$ cat src/rtl/pic_regif_pkg.sv
package pic_regif_pkg;

    localparam int PIC_LINES = 8;
    localparam int PIC_LW    = $clog2(PIC_LINES);
    localparam int PIC_DW    = 8;

    typedef enum logic [1:0] {
        STEP_RUN  = 2'd0,
        STEP_BASE = 2'd1,
        STEP_CASC = 2'd2,
        STEP_MODE = 2'd3
    } step_t;

    typedef struct packed {
        step_t                step;
        logic                 want_mode;
        logic                 solo;
        logic [PIC_DW-1:0]    vbase;
        logic [PIC_LINES-1:0] mask;
        logic [PIC_LINES-1:0] insvc;
        logic [PIC_LW-1:0]    rot;
        logic                 rd_insvc;
        logic                 poll;
        logic                 smask;
        logic                 aeoi;
        logic                 rot_aeoi;
        logic                 sfnm;
        logic                 lvl_err;
        logic [PIC_DW-1:0]    rdata;
        logic [PIC_DW-1:0]    vec;
        logic [PIC_LINES-1:0] clr;
    } regif_state_t;

endpackage

$ cat src/rtl/pic_prio_pick.sv
module pic_prio_pick #(
    parameter int LINES = 8,
    parameter int LW    = $clog2(LINES)
) (
    input  logic [LINES-1:0] mask_i,
    input  logic [LW-1:0]    rot_i,
    output logic             found_o,
    output logic [LW-1:0]    prio_o
);
    logic [LINES-1:0] rotated;

    // rotated[p] is the line with priority rank p
    always_comb begin
        for (int p = 0; p < LINES; p++) begin
            rotated[p] = mask_i[LW'(p + int'(rot_i))];
        end
    end

    always_comb begin
        found_o = 1'b0;
        prio_o  = '0;
        for (int p = LINES - 1; p >= 0; p--) begin
            if (rotated[p]) begin
                found_o = 1'b1;
                prio_o  = LW'(p);
            end
        end
    end
endmodule

$ cat src/rtl/pic_arbiter.sv
module pic_arbiter #(
    parameter int LINES = 8,
    parameter int LW    = $clog2(LINES)
) (
    input  logic [LINES-1:0] req_i,
    input  logic [LINES-1:0] mask_i,
    input  logic [LINES-1:0] insvc_i,
    input  logic [LW-1:0]    rot_i,
    input  logic             smask_i,
    output logic             win_o,
    output logic [LW-1:0]    win_line_o,
    output logic             busy_o,
    output logic [LW-1:0]    top_line_o
);
    localparam int N_PICK = 3;

    logic [LINES-1:0] pick_mask [N_PICK];
    logic             pick_found[N_PICK];
    logic [LW-1:0]    pick_prio [N_PICK];

    // 0: pending unmasked requests, 1: in-service view for nesting,
    // 2: raw in-service set for non-specific end of interrupt
    assign pick_mask[0] = req_i & ~mask_i;
    assign pick_mask[1] = smask_i ? (insvc_i & ~mask_i) : insvc_i;
    assign pick_mask[2] = insvc_i;

    for (genvar g = 0; g < N_PICK; g++) begin : g_pick
        pic_prio_pick #(.LINES(LINES), .LW(LW)) u_pick (
            .mask_i (pick_mask[g]),
            .rot_i  (rot_i),
            .found_o(pick_found[g]),
            .prio_o (pick_prio[g])
        );
    end

    assign win_o      = pick_found[0] & (~pick_found[1] | (pick_prio[0] < pick_prio[1]));
    assign win_line_o = pick_prio[0] + rot_i;
    assign busy_o     = pick_found[2];
    assign top_line_o = pick_prio[2] + rot_i;
endmodule

$ cat src/rtl/pic_regif_top.sv
module pic_regif_top
    import pic_regif_pkg::*;
(
    input  logic                 clk_i,
    input  logic                 rst_ni,
    input  logic                 wr_i,
    input  logic                 rd_i,
    input  logic                 addr_i,
    input  logic [PIC_DW-1:0]    wdata_i,
    output logic [PIC_DW-1:0]    rdata_o,
    input  logic                 ack_i,
    output logic [PIC_DW-1:0]    vec_o,
    input  logic [PIC_LINES-1:0] req_i,
    output logic [PIC_LINES-1:0] req_clr_o,
    output logic                 int_o,
    output logic                 sfnm_o,
    output logic                 lvl_err_o
);
    localparam logic [PIC_DW-1:0] BASE_KEEP = ~PIC_DW'(PIC_LINES - 1);
    localparam logic [PIC_DW-1:0] NONE_CODE = PIC_DW'(PIC_LINES - 1);

    regif_state_t state_d, state_q;

    logic              win;
    logic [PIC_LW-1:0] win_line;
    logic              busy;
    logic [PIC_LW-1:0] top_line;
    logic              init_wr;
    logic              init_busy;
    logic [PIC_LW-1:0] cmd_line;
    logic [2:0]        cmd_code;

    pic_arbiter #(.LINES(PIC_LINES), .LW(PIC_LW)) u_arb (
        .req_i     (req_i),
        .mask_i    (state_q.mask),
        .insvc_i   (state_q.insvc),
        .rot_i     (state_q.rot),
        .smask_i   (state_q.smask),
        .win_o     (win),
        .win_line_o(win_line),
        .busy_o    (busy),
        .top_line_o(top_line)
    );

    assign init_wr   = wr_i & ~addr_i & wdata_i[4];
    assign init_busy = (state_q.step != STEP_RUN);
    assign cmd_line  = wdata_i[PIC_LW-1:0];
    assign cmd_code  = wdata_i[7:5];

    always_comb begin
        state_d     = state_q;
        state_d.clr = '0;
        if (wr_i) begin
            if (init_wr) begin
                state_d.step      = STEP_BASE;
                state_d.want_mode = wdata_i[0];
                state_d.solo      = wdata_i[1];
                state_d.lvl_err   = wdata_i[3];
                state_d.vbase     = '0;
                state_d.mask      = '0;
                state_d.insvc     = '0;
                state_d.rot       = '0;
                state_d.rd_insvc  = 1'b0;
                state_d.poll      = 1'b0;
                state_d.smask     = 1'b0;
                state_d.aeoi      = 1'b0;
                state_d.rot_aeoi  = 1'b0;
                state_d.sfnm      = 1'b0;
            end else if (!addr_i && wdata_i[3]) begin
                if (wdata_i[2]) state_d.poll     = 1'b1;
                if (wdata_i[1]) state_d.rd_insvc = wdata_i[0];
                if (wdata_i[6]) state_d.smask    = wdata_i[5];
            end else if (!addr_i) begin
                case (cmd_code)
                    3'd0, 3'd4: state_d.rot_aeoi = wdata_i[7];
                    3'd1, 3'd5: begin
                        if (busy) begin
                            state_d.insvc[top_line] = 1'b0;
                            if (cmd_code[2]) state_d.rot = top_line + 1'b1;
                        end
                    end
                    3'd3, 3'd7: begin
                        state_d.insvc[cmd_line] = 1'b0;
                        if (cmd_code[2]) state_d.rot = cmd_line + 1'b1;
                    end
                    3'd6:    state_d.rot = cmd_line + 1'b1;
                    default: ;
                endcase
            end else begin
                case (state_q.step)
                    STEP_RUN: state_d.mask = wdata_i;
                    STEP_BASE: begin
                        state_d.vbase = wdata_i & BASE_KEEP;
                        if (!state_q.solo)          state_d.step = STEP_CASC;
                        else if (state_q.want_mode) state_d.step = STEP_MODE;
                        else                        state_d.step = STEP_RUN;
                    end
                    STEP_CASC: state_d.step = state_q.want_mode ? STEP_MODE : STEP_RUN;
                    default: begin
                        state_d.sfnm = wdata_i[4];
                        state_d.aeoi = wdata_i[1];
                        state_d.step = STEP_RUN;
                    end
                endcase
            end
        end else if (rd_i) begin
            if (state_q.poll) begin
                state_d.poll = 1'b0;
                if (win) begin
                    state_d.rdata           = PIC_DW'(win_line);
                    state_d.insvc[win_line] = 1'b0;
                    state_d.clr[win_line]   = 1'b1;
                end else begin
                    state_d.rdata = NONE_CODE;
                end
            end else if (addr_i) begin
                state_d.rdata = state_q.mask;
            end else begin
                state_d.rdata = state_q.rd_insvc ? state_q.insvc : req_i;
            end
        end else if (ack_i) begin
            if (win) begin
                state_d.vec           = state_q.vbase | PIC_DW'(win_line);
                state_d.clr[win_line] = 1'b1;
                if (!state_q.aeoi)          state_d.insvc[win_line] = 1'b1;
                else if (state_q.rot_aeoi)  state_d.rot = win_line + 1'b1;
            end else begin
                state_d.vec = state_q.vbase | NONE_CODE;
            end
        end
    end

    always_ff @(posedge clk_i) begin
        if (!rst_ni) state_q <= '0;
        else         state_q <= state_d;
    end

    assign rdata_o   = state_q.rdata;
    assign vec_o     = state_q.vec;
    assign req_clr_o = state_q.clr;
    assign int_o     = win & ~init_busy;
    assign sfnm_o    = state_q.sfnm;
    assign lvl_err_o = state_q.lvl_err;
endmodule

$ cat config.mk
export PLATFORM = sky130hd
export DESIGN_NAME = pic_regif_top
export DESIGN_NICKNAME = d
export VERILOG_FILES = /design/src/rtl/pic_regif_pkg.sv /design/src/rtl/pic_prio_pick.sv /design/src/rtl/pic_arbiter.sv /design/src/rtl/pic_regif_top.sv
export SDC_FILE = /design/constraint.sdc
export NUM_CORES = 1
export LEC_CHECK = 0
export BUFFER_PORTS_ARGS = -buffer_cell sky130_fd_sc_hd__buf_4
export CAP_MARGIN = 20
export CORE_UTILIZATION = 60
export CTS_CLUSTER_DIAMETER = 150
export DETAILED_ROUTE_END_ITERATION = 8
export PLACE_DENSITY = 0.91
export SYNTH_ARGS = -nofsm -noshare
export SYNTH_HDL_FRONTEND = slang
export SYNTH_SLANG_ARGS = --single-unit
$ cat constraint.sdc
create_clock -name clk_i -period 5.1 [get_ports clk_i]
set_input_delay 0.255 -clock clk_i [delete_from_list [all_inputs] [get_ports clk_i]]
set_output_delay 0.255 -clock clk_i [all_outputs]
set_load 0.05 [all_outputs]
==> run metrics, run 1 <==
antenna viol nets, final 0; Synth async-reset ratio 0%; PortBufs 48; DRC Markers 0; Post-Route WL 13.97 mm; setup TNS 0 ps; fill count 655; setup ws final 345.2 ps; global-route wire length before repair 22.64 mm; most frequent cells in the layout 90 x nand2_1, 59 x dfxtp_1, 58 x buf_4; relative slew slack 41.90%; commonest non-fill, non-tap cell in the layout nand2_1; pre-CTS setup slack 483.4 ps; setup violators final 0; Period minus WS final 4755 ps; Startpoint Class flop; PostCTS Resize Cnt 0; max-slew violations 0; Worst path max stage delay around 660 ps; Max Cap Viol 0; count of cell types in the netlist 69; syn_area_per_cell 8.385 sq um; Synth Flop Type dfxtp_1; Final Hold Slack 192.7 ps; Bufs and invs on worst path 1; number of antenna diodes 0; CP Cell Sequence ha_1, xnor2_2, mux4_2, a2111oi_4, and2_1, ha_1, a21oi_1, and2_1, o21ai_1, nand2_1, and2_1, buf_4; Seq cells post-synth 59; core area 8175 sq um; synthesized area 5031 sq um; GRT Total Usage 33.29%; hpwl dp 10.06 mm; P_leak roughly 0.0021 uW; initial detailed-routing violation count ~540; synthesized instance count 600; Vias 4824; final period utilization 93.23%; grt total ovfl 0; top cells by area, synth dfxtp_1 23%, mux4_2 11%, mux2i_1 7.2%; DR vias/cell 6.785; area post-placement 5226 sq um; Setup crit end kind primary output; die span in y 93.57 um; IO Count 49; skew final 11.56 ps; worst endpoint required time 4850 ps; Power per Cell Area 312.3 nW/um^2; htree depth 3; Die X 93.57 um; largest net degree at the start of global routing 26; CTS tree done; # Post-CTS Setup Buffers 0; initial antenna violation count 0; Initial DRT Pass Iterations 5; CP max FO 11; cts bufs inserted 9; vias in the first global route 4608; dpl cells 696; CP max-delay cell dfxtp_1; clock-pin slew on the worst setup and hold paths 80 ps; insertion delay to the later sink of the worst-skew pair 360 ps; post-route cell area 5428 sq um; final hold viol count 0; Starting Density between 60 and 70%; CTS max path bufs 2; Syn Nets 636; root buf cell clkbuf_8; Layout Cells excl Fill just over 700; Syn. warnings 0; sequential element share of the synthesized area between 20% and 30%; fmax 210.3 MHz; hold_buf cts 0; EDFF count, synth 0; die area 8755 sq um; share of cells above drive strength 1 21.29%; most frequent CP cell and2_1; post-synth top area share about a quarter; RSZ-0062 raised after global routing false; routability cong. around 0.9; area growth from synthesis to layout 7.884%; Max IR drop VDD 0.3175 mV; Crit Path Class reg2out; Final Net Count 638; Largest delay share family, worst path simple AND/OR/NAND/NOR gates; Worst Max-Slew Pin Slew 870.5 ps; status finished, final reports clean; Crit path arrival time 4500 ps; site row count 33; HP Class in2reg; per-cell routed wire length 19.65 um; Yosys top cell by area dfxtp_1; clk sinks 59
==> synth_stat cells (all sizes together), types with 6 or more instances <==
| library cell | n |
|---|---|
| a21oi | 43 |
| a22oi | 7 |
| o21ai | 34 |
| buf | 38 |
| nand2 | 90 |
| mux2 | 21 |
| mux2i | 36 |
| xnor2 | 7 |
| nor3 | 17 |
| a31oi | 7 |
| a21boi | 10 |
| dfxtp | 59 |
| and2 | 7 |
| nor2 | 39 |
| clkbuf | 29 |
| nand3 | 17 |
| ha | 12 |
| nor2b | 12 |
| o211ai | 6 |
| mux4 | 26 |
| inv | 12 |
==> kinds of logic after synthesis <==
| kind of cell | count (synthesis) | share of synthesized area [%] |
|---|---|---|
| compound gates | 145 | 19.12 |
| fa+ha+maj | 14 | 3.780 |
| buf+inv | 80 | 8.406 |
| xor+xnor | 8 | 1.840 |
| mux | 83 | 23.87 |
| flops | 59 | 23.48 |
| simple gates | 211 | 19.50 |
==> where the power goes <==
part,total [uW],switching (uW),internal [uW]
Clock,458,209,249
Combinational,729,444,285
Sequential,508,30.7,478
==> metal layers <==
| metal | wire, um | track usage (%) | vias up | share of wire [%] |
|---|---|---|---|---|
| li1 | - | - | 2188 | - |
| met1 | 5547 | 42.31 | 2266 | 40 |
| met2 | 6653 | 55.02 | 307 | 48 |
| met3 | 1258 | 5.610 | 61 | 9.0 |
| met4 | 492 | 15.64 | 2 | 3.5 |
| met5 | 19 | 0 | - | 0.14 |
==> cell type report <==
| class | instances | area (sq um) | area share (%) |
|---|---|---|---|
| inverters | 13 | 51.30 | 0.9451 |
| flip-flops and latches | 59 | 1181 | 21.76 |
| repair buffers | 58 | 435.4 | 8.022 |
| multi-input cells | 461 | 3427 | 63.14 |
| well taps | 105 | 131.4 | 2.420 |
| clock inverters | 4 | 50.05 | 0.9221 |
| clock buffers | 11 | 151.4 | 2.789 |
==> per-stage QoR <==
| stage | total power, uW | util, % |
|---|---|---|
| global route | 1765 | 66.39 |
| CTS | 1669 | 66.39 |
| global placement | 1201 | 63.93 |
| detailed placement | 1222 | 63.93 |
| finish | 1695 | 66.39 |
| floorplan | 1062 | - |
==> final timing paths <==
kind	start	endpoint	slack, ps	cells after the start
min reg2reg	state_q[26]$_SDFFE_PN0P_	state_q[26]$_SDFFE_PN0P_	470	2
max reg2reg	state_q[31]$_SDFFE_PN0P_	flop	390	14
min	wdata_i[7]	state_q[57]$_SDFFE_PN0P_	190	3
max	state_q[31]$_SDFFE_PN0P_	int_o	350	12
==> worst register-to-register path: stages (launching register included) <==
cell	delay, ps
dfxtp_1	660
inv_4	50
ha_1	610
buf_4	270
mux4_2	390
a311o_1	350
a21oi_1	260
nor2_1	90
ha_1	200
fa_1	390
xnor2_1	170
and3_1	230
or2_1	310
o32a_1	380
a311oi_1	270
No activity file was read; power rests on OpenSTA's default activity.
==> inputs of run 2 (changes only) <==
==> constraint.sdc (replaced) <==
create_clock -name clk_i -period 4.46 [get_ports clk_i]
set_input_delay 0.223 -clock clk_i [delete_from_list [all_inputs] [get_ports clk_i]]
set_output_delay 0.223 -clock clk_i [all_outputs]
set_load 0.05 [all_outputs]
==> run metrics, run 2 (synthesized netlist as in run 1, its figures left out) <==
status finished, final reports clean; per-cell routed wire length 19.12 um; Final Net Count 642; final hold viol count 0; global route hottest layer met2; initial detailed-routing violation count between 400 and 500; hpwl dp about 10 mm; number of antenna diodes 0; DRC Markers 0; most frequent cells in the layout 89 x nand2_1, 61 x buf_4, 57 x dfxtp_1; insertion delay to the later sink of the worst-skew pair 350 ps; Period minus WS final 4254 ps; HP Class in2reg; core area 8175 sq um; total power 1948 uW; global-route wire length before repair 22.38 mm; Crit Path Class reg2reg; max-slew violations 0; final period utilization between 90% and 100%; # Post-CTS Setup Buffers 0; Max IR drop VDD 0.2414 mV; RSZ-0062 raised after global routing false; routability cong. approximately 0.96; P_leak 0.002130 uW; Startpoint Class flop; largest net degree at the start of global routing 26; commonest non-fill, non-tap cell in the layout nand2_1; IO Count 49; initial antenna violation count 0; GRT Total Usage between 30% and 40%; Worst Max-Slew Pin Slew 908.0 ps; die area 8755 sq um; htree depth 3; clk sinks 59; worst endpoint required time 4710 ps; clock-pin slew on the worst setup and hold paths 70 ps; Initial DRT Pass Iterations 5; setup TNS 0 ps; die span in y 93.57 um; antenna viol nets, final 0; met2 usage 54.41%; CTS max path bufs 2; root buf cell clkbuf_8; CP max FO 14; skew final 11.75 ps; Post-Route WL 13.69 mm; area growth from synthesis to layout 8.928%; Die X 93.57 um; grt total ovfl 0; setup violators final 0; PortBufs 48; DR vias/cell 6.751; share of cells above drive strength 1 between 20% and 30%; Setup crit end kind flop; Vias 4834; site row count 33; GR Layer Usage met3 ~7.4%; Power per Cell Area about 360 nW/um^2; fmax around 240 MHz; Starting Density between 60% and 70%; met1 Resource Use GR 38.84%; relative slew slack between 30% and 40%; Crit path arrival time between 4000 and 5000 ps; fill count approximately 620; vias in the first global route between 4000 and 5000; CTS tree done; cts bufs inserted 9; Max Cap Viol 0
==> run 2: cell count changes in the layout (fill, tap and decap cells not counted), sizes merged <==
| cell | before | now |
|---|---|---|
| clkbuf | 11 | 10 |
| inv | 12 | 13 |
| clkinv | 2 | 3 |
| buf | 58 | 62 |
==> run 2: worst paths after layout <==
path                                                from                        to  slack [ps]  cells after the start
worst min-delay path                          wdata_i[7]  state_q[49]$_SDFFE_PN0P_         170                      3
worst min register to register  state_q[26]$_SDFFE_PN0P_  state_q[26]$_SDFFE_PN0P_         450                      2
worst max-delay path            state_q[31]$_SDFFE_PN0P_                      flop         210                     15
worst max register to register  state_q[31]$_SDFFE_PN0P_                      flop         210                     15
==> run 2: report_power, final <==
group	switching (uW)	internal, uW	total [uW]
registers	32.8	546	579
logic	518	337	856
clock network	240	273	513
total	791	1160	1950
==> run 2: metrics by stage <==
step | cells | setup slack, ps | util [%] | hold slack [ps] | cell area, sq um
2_1_floorplan | 600 | 92.04 | - | 359.0 | 5044
3_3_place_gp | 700 | 307.7 | 64.43 | 439.2 | 5268
3_5_place_dp | 700 | 219.9 | 64.43 | 443.1 | 5268
4_1_cts | 716 | 17.65 | 66.90 | 161.5 | 5469
5_1_grt | 716 | 9.655 | 67.03 | 181.2 | 5480
6_report | 716 | 206.2 | 67.03 | 170.0 | 5480
==> run 2: final cells by class <==
cell class	count	area (sq um)	area share, %
flip-flops and latches	59	1184	21.60
multi-input cells	461	3443	62.83
clock inverters	6	63.81	1.164
clock buffers	10	137.6	2.511
repair buffers	62	469.2	8.562
well taps	105	131.4	2.397
inverters	13	51.30	0.9361
==> run 2: critical path, stage by stage (launching register included) <==
cell	delay, ps
dfxtp_1	430
inv_4	50
buf_4	200
mux2_4	330
mux4_2	550
a311o_1	340
a21oi_1	250
nor2_1	80
ha_1	200
fa_1	380
xnor2_1	160
and3_1	200
or2_1	320
o21ai_0	290
a21oi_1	110
a311oi_1	250
==> run 2: routing by layer <==
layer	up-vias	wire length, um
li1	2198	-
met1	2289	5227
met2	288	6528
met3	59	1241
met4	0	688
met5	-	0
==> run 2: repair_timing <==
item | 4_1_cts | 5_1_grt
setup endpoints to repair | 0 | 6
gates resized for setup | 0 | 5
hold buffers | 0 | 0
==> inputs of run 3 (changes only) <==
--- a/config.mk
+++ b/config.mk
@@ -7,8 +7,10 @@
 export LEC_CHECK = 0
 export BUFFER_PORTS_ARGS = -buffer_cell sky130_fd_sc_hd__buf_4
 export CAP_MARGIN = 20
+export CORE_ASPECT_RATIO = 1.2
 export CORE_UTILIZATION = 60
 export CTS_CLUSTER_DIAMETER = 150
+export CTS_CLUSTER_SIZE = 12
 export DETAILED_ROUTE_END_ITERATION = 8
 export PLACE_DENSITY = 0.91
 export SYNTH_ARGS = -nofsm -noshare
==> run metrics, run 3 (synthesized netlist as in run 1, its figures left out) <==
status finished, final reports clean; setup ws final 165.7 ps; total power between 1500 and 2000 uW; setup TNS 0 ps; WHS Path Cells 3; HP Class in2reg; Initial DRT Pass Iterations 6; final hold viol count 0; Finished Core Util 67.82%; Vias 4830; Post-Route WL roughly 14 mm; insertion delay to the later sink of the worst-skew pair between 300 and 400 ps; worst endpoint required time approximately 4200 ps; initial antenna violation count 0; max-slew violations 0; fill count 623; CTS tree done; CP max FO 7; Int Power 1119 uW; CP max-delay cell dfxtp_1; die span in y 102.3 um; Largest delay share family, worst path simple AND/OR/NAND/NOR gates; die area 8757 sq um; Power per Cell Area approximately 340 nW/um^2; Sw Ratio slightly above 40%; Final Hold Slack 161.4 ps; Die X 85.59 um; Psw 768.4 uW; most frequent cells in the layout 89 x nand2_1, 66 x buf_4, 59 x dfxtp_1; combinational power share 45.7%; Worst path max stage delay 480 ps; antenna viol nets, final 0; largest net degree at the start of global routing 26; Max Cap Viol 0; commonest non-fill, non-tap cell in the layout nand2_1; skew final 9.675 ps; grt total ovfl 0; routability cong. 0.9435; cts bufs inserted 9; root buf cell clkbuf_8; Bufs and invs on worst path 3; DRC Markers 0; site row count 36; RSZ-0062 raised after global routing false; Crit Path Class reg2out; CP Cell Sequence buf_4, clkinvlp_4, mux2i_1, mux2_2, nor2b_1, or3_1, a21oi_1, nor3b_1, nor3_1, ha_1, nand2_1, and2_1, o21ai_1, nand2_2, and2_1, buf_4; setup violators final 0; clk sinks 59; area growth from synthesis to layout 9.301%; hold_buf cts 0; fmax 232.9 MHz; per-cell routed wire length 19.47 um; share of cells above drive strength 1 22.93%; Setup crit end kind primary output; critical path depth in cells 16; Startpoint Class flop; GRT Total Usage 32.41%; vias in the first global route about 4600; Final Net Count about 650; IO Count 49; Max IR drop VDD around 0.28 mV; hpwl dp approximately 10 mm; Clk pwr share 23.8%; Worst R2R Path Depth 15; clock-pin slew on the worst setup and hold paths 70 ps; final period utilization 96.28%; relative slew slack between 30% and 40%; PortBufs 48; htree depth 3; DR vias/cell ~7; number of antenna diodes 0; initial detailed-routing violation count around 490; pre-CTS setup slack 109.6 ps; Crit path arrival time 4070 ps; Period minus WS final 4294 ps; P_leak 0.002144 uW; core area between 8000 and 9000 sq um; CTS max path bufs 2; Worst Max-Slew Pin Slew 924.9 ps; global-route wire length before repair 22.10 mm; Sequential Power Share 30.5%; Starting Density 62.05%
-- run 3: repair_timing --
item / 4_1_cts / 5_1_grt
setup endpoints to repair: 0 / 16
setup buffers: 0 / 3
resized for setup: 0 / 6
-- run 3: final cells by class --
| cell class | count | area [sq um] | area share, % |
|---|---|---|---|
| Clock inverter | 4 | 25.02 | 0.4551 |
| Clock buffer | 12 | 155.1 | 2.821 |
| Inverter | 13 | 55.05 | 1.001 |
| Timing Repair Buffer | 66 | 495.5 | 9.010 |
| Sequential cell | 59 | 1181 | 21.48 |
| Multi-Input combinational cell | 461 | 3468 | 63.07 |
| Tap cell | 95 | 118.9 | 2.162 |
-- run 3: path summary, 6_finish.rpt --
check                                 from                  endpoint  slack [ps]
hold reg to reg   state_q[26]$_SDFFE_PN0P_  state_q[26]$_SDFFE_PN0P_         460
setup reg to reg  state_q[33]$_SDFFE_PN0P_                      flop         200
hold / removal                  wdata_i[0]  state_q[42]$_SDFFE_PN0P_         160
setup / recovery  state_q[33]$_SDFFE_PN0P_                     int_o         170
-- run 3: tightest hold or removal path: stages --
cell     delay [ps]
buf_4           140
nand2_1          60
a21oi_1          50
-- run 3: routing by layer --
metal	track usage [%]	share of wire, %	vias up
met5	0	0	-
li1	-	-	2197
met1	37.64	38	2265
met2	55.32	49	293
met4	19.49	5.2	0
met3	6.785	8.4	75
-- run 3: power groups by stage --
stage,clock network [uW],registers (uW),logic [uW]
floorplan,0,571,647
CTS,452,574,825
detailed placement,0,585,820
global route,476,578,925
finish,449,576,862
global placement,0,584,795
-- run 3: stage by stage --
| stage | cells | area [sq um] |
|---|---|---|
| after floorplan | 600 | 5044 |
| after global placement | 691 | 5263 |
| after detailed placement | 691 | 5263 |
| after CTS | 707 | 5443 |
| after global routing | 710 | 5499 |
| final | 710 | 5499 |
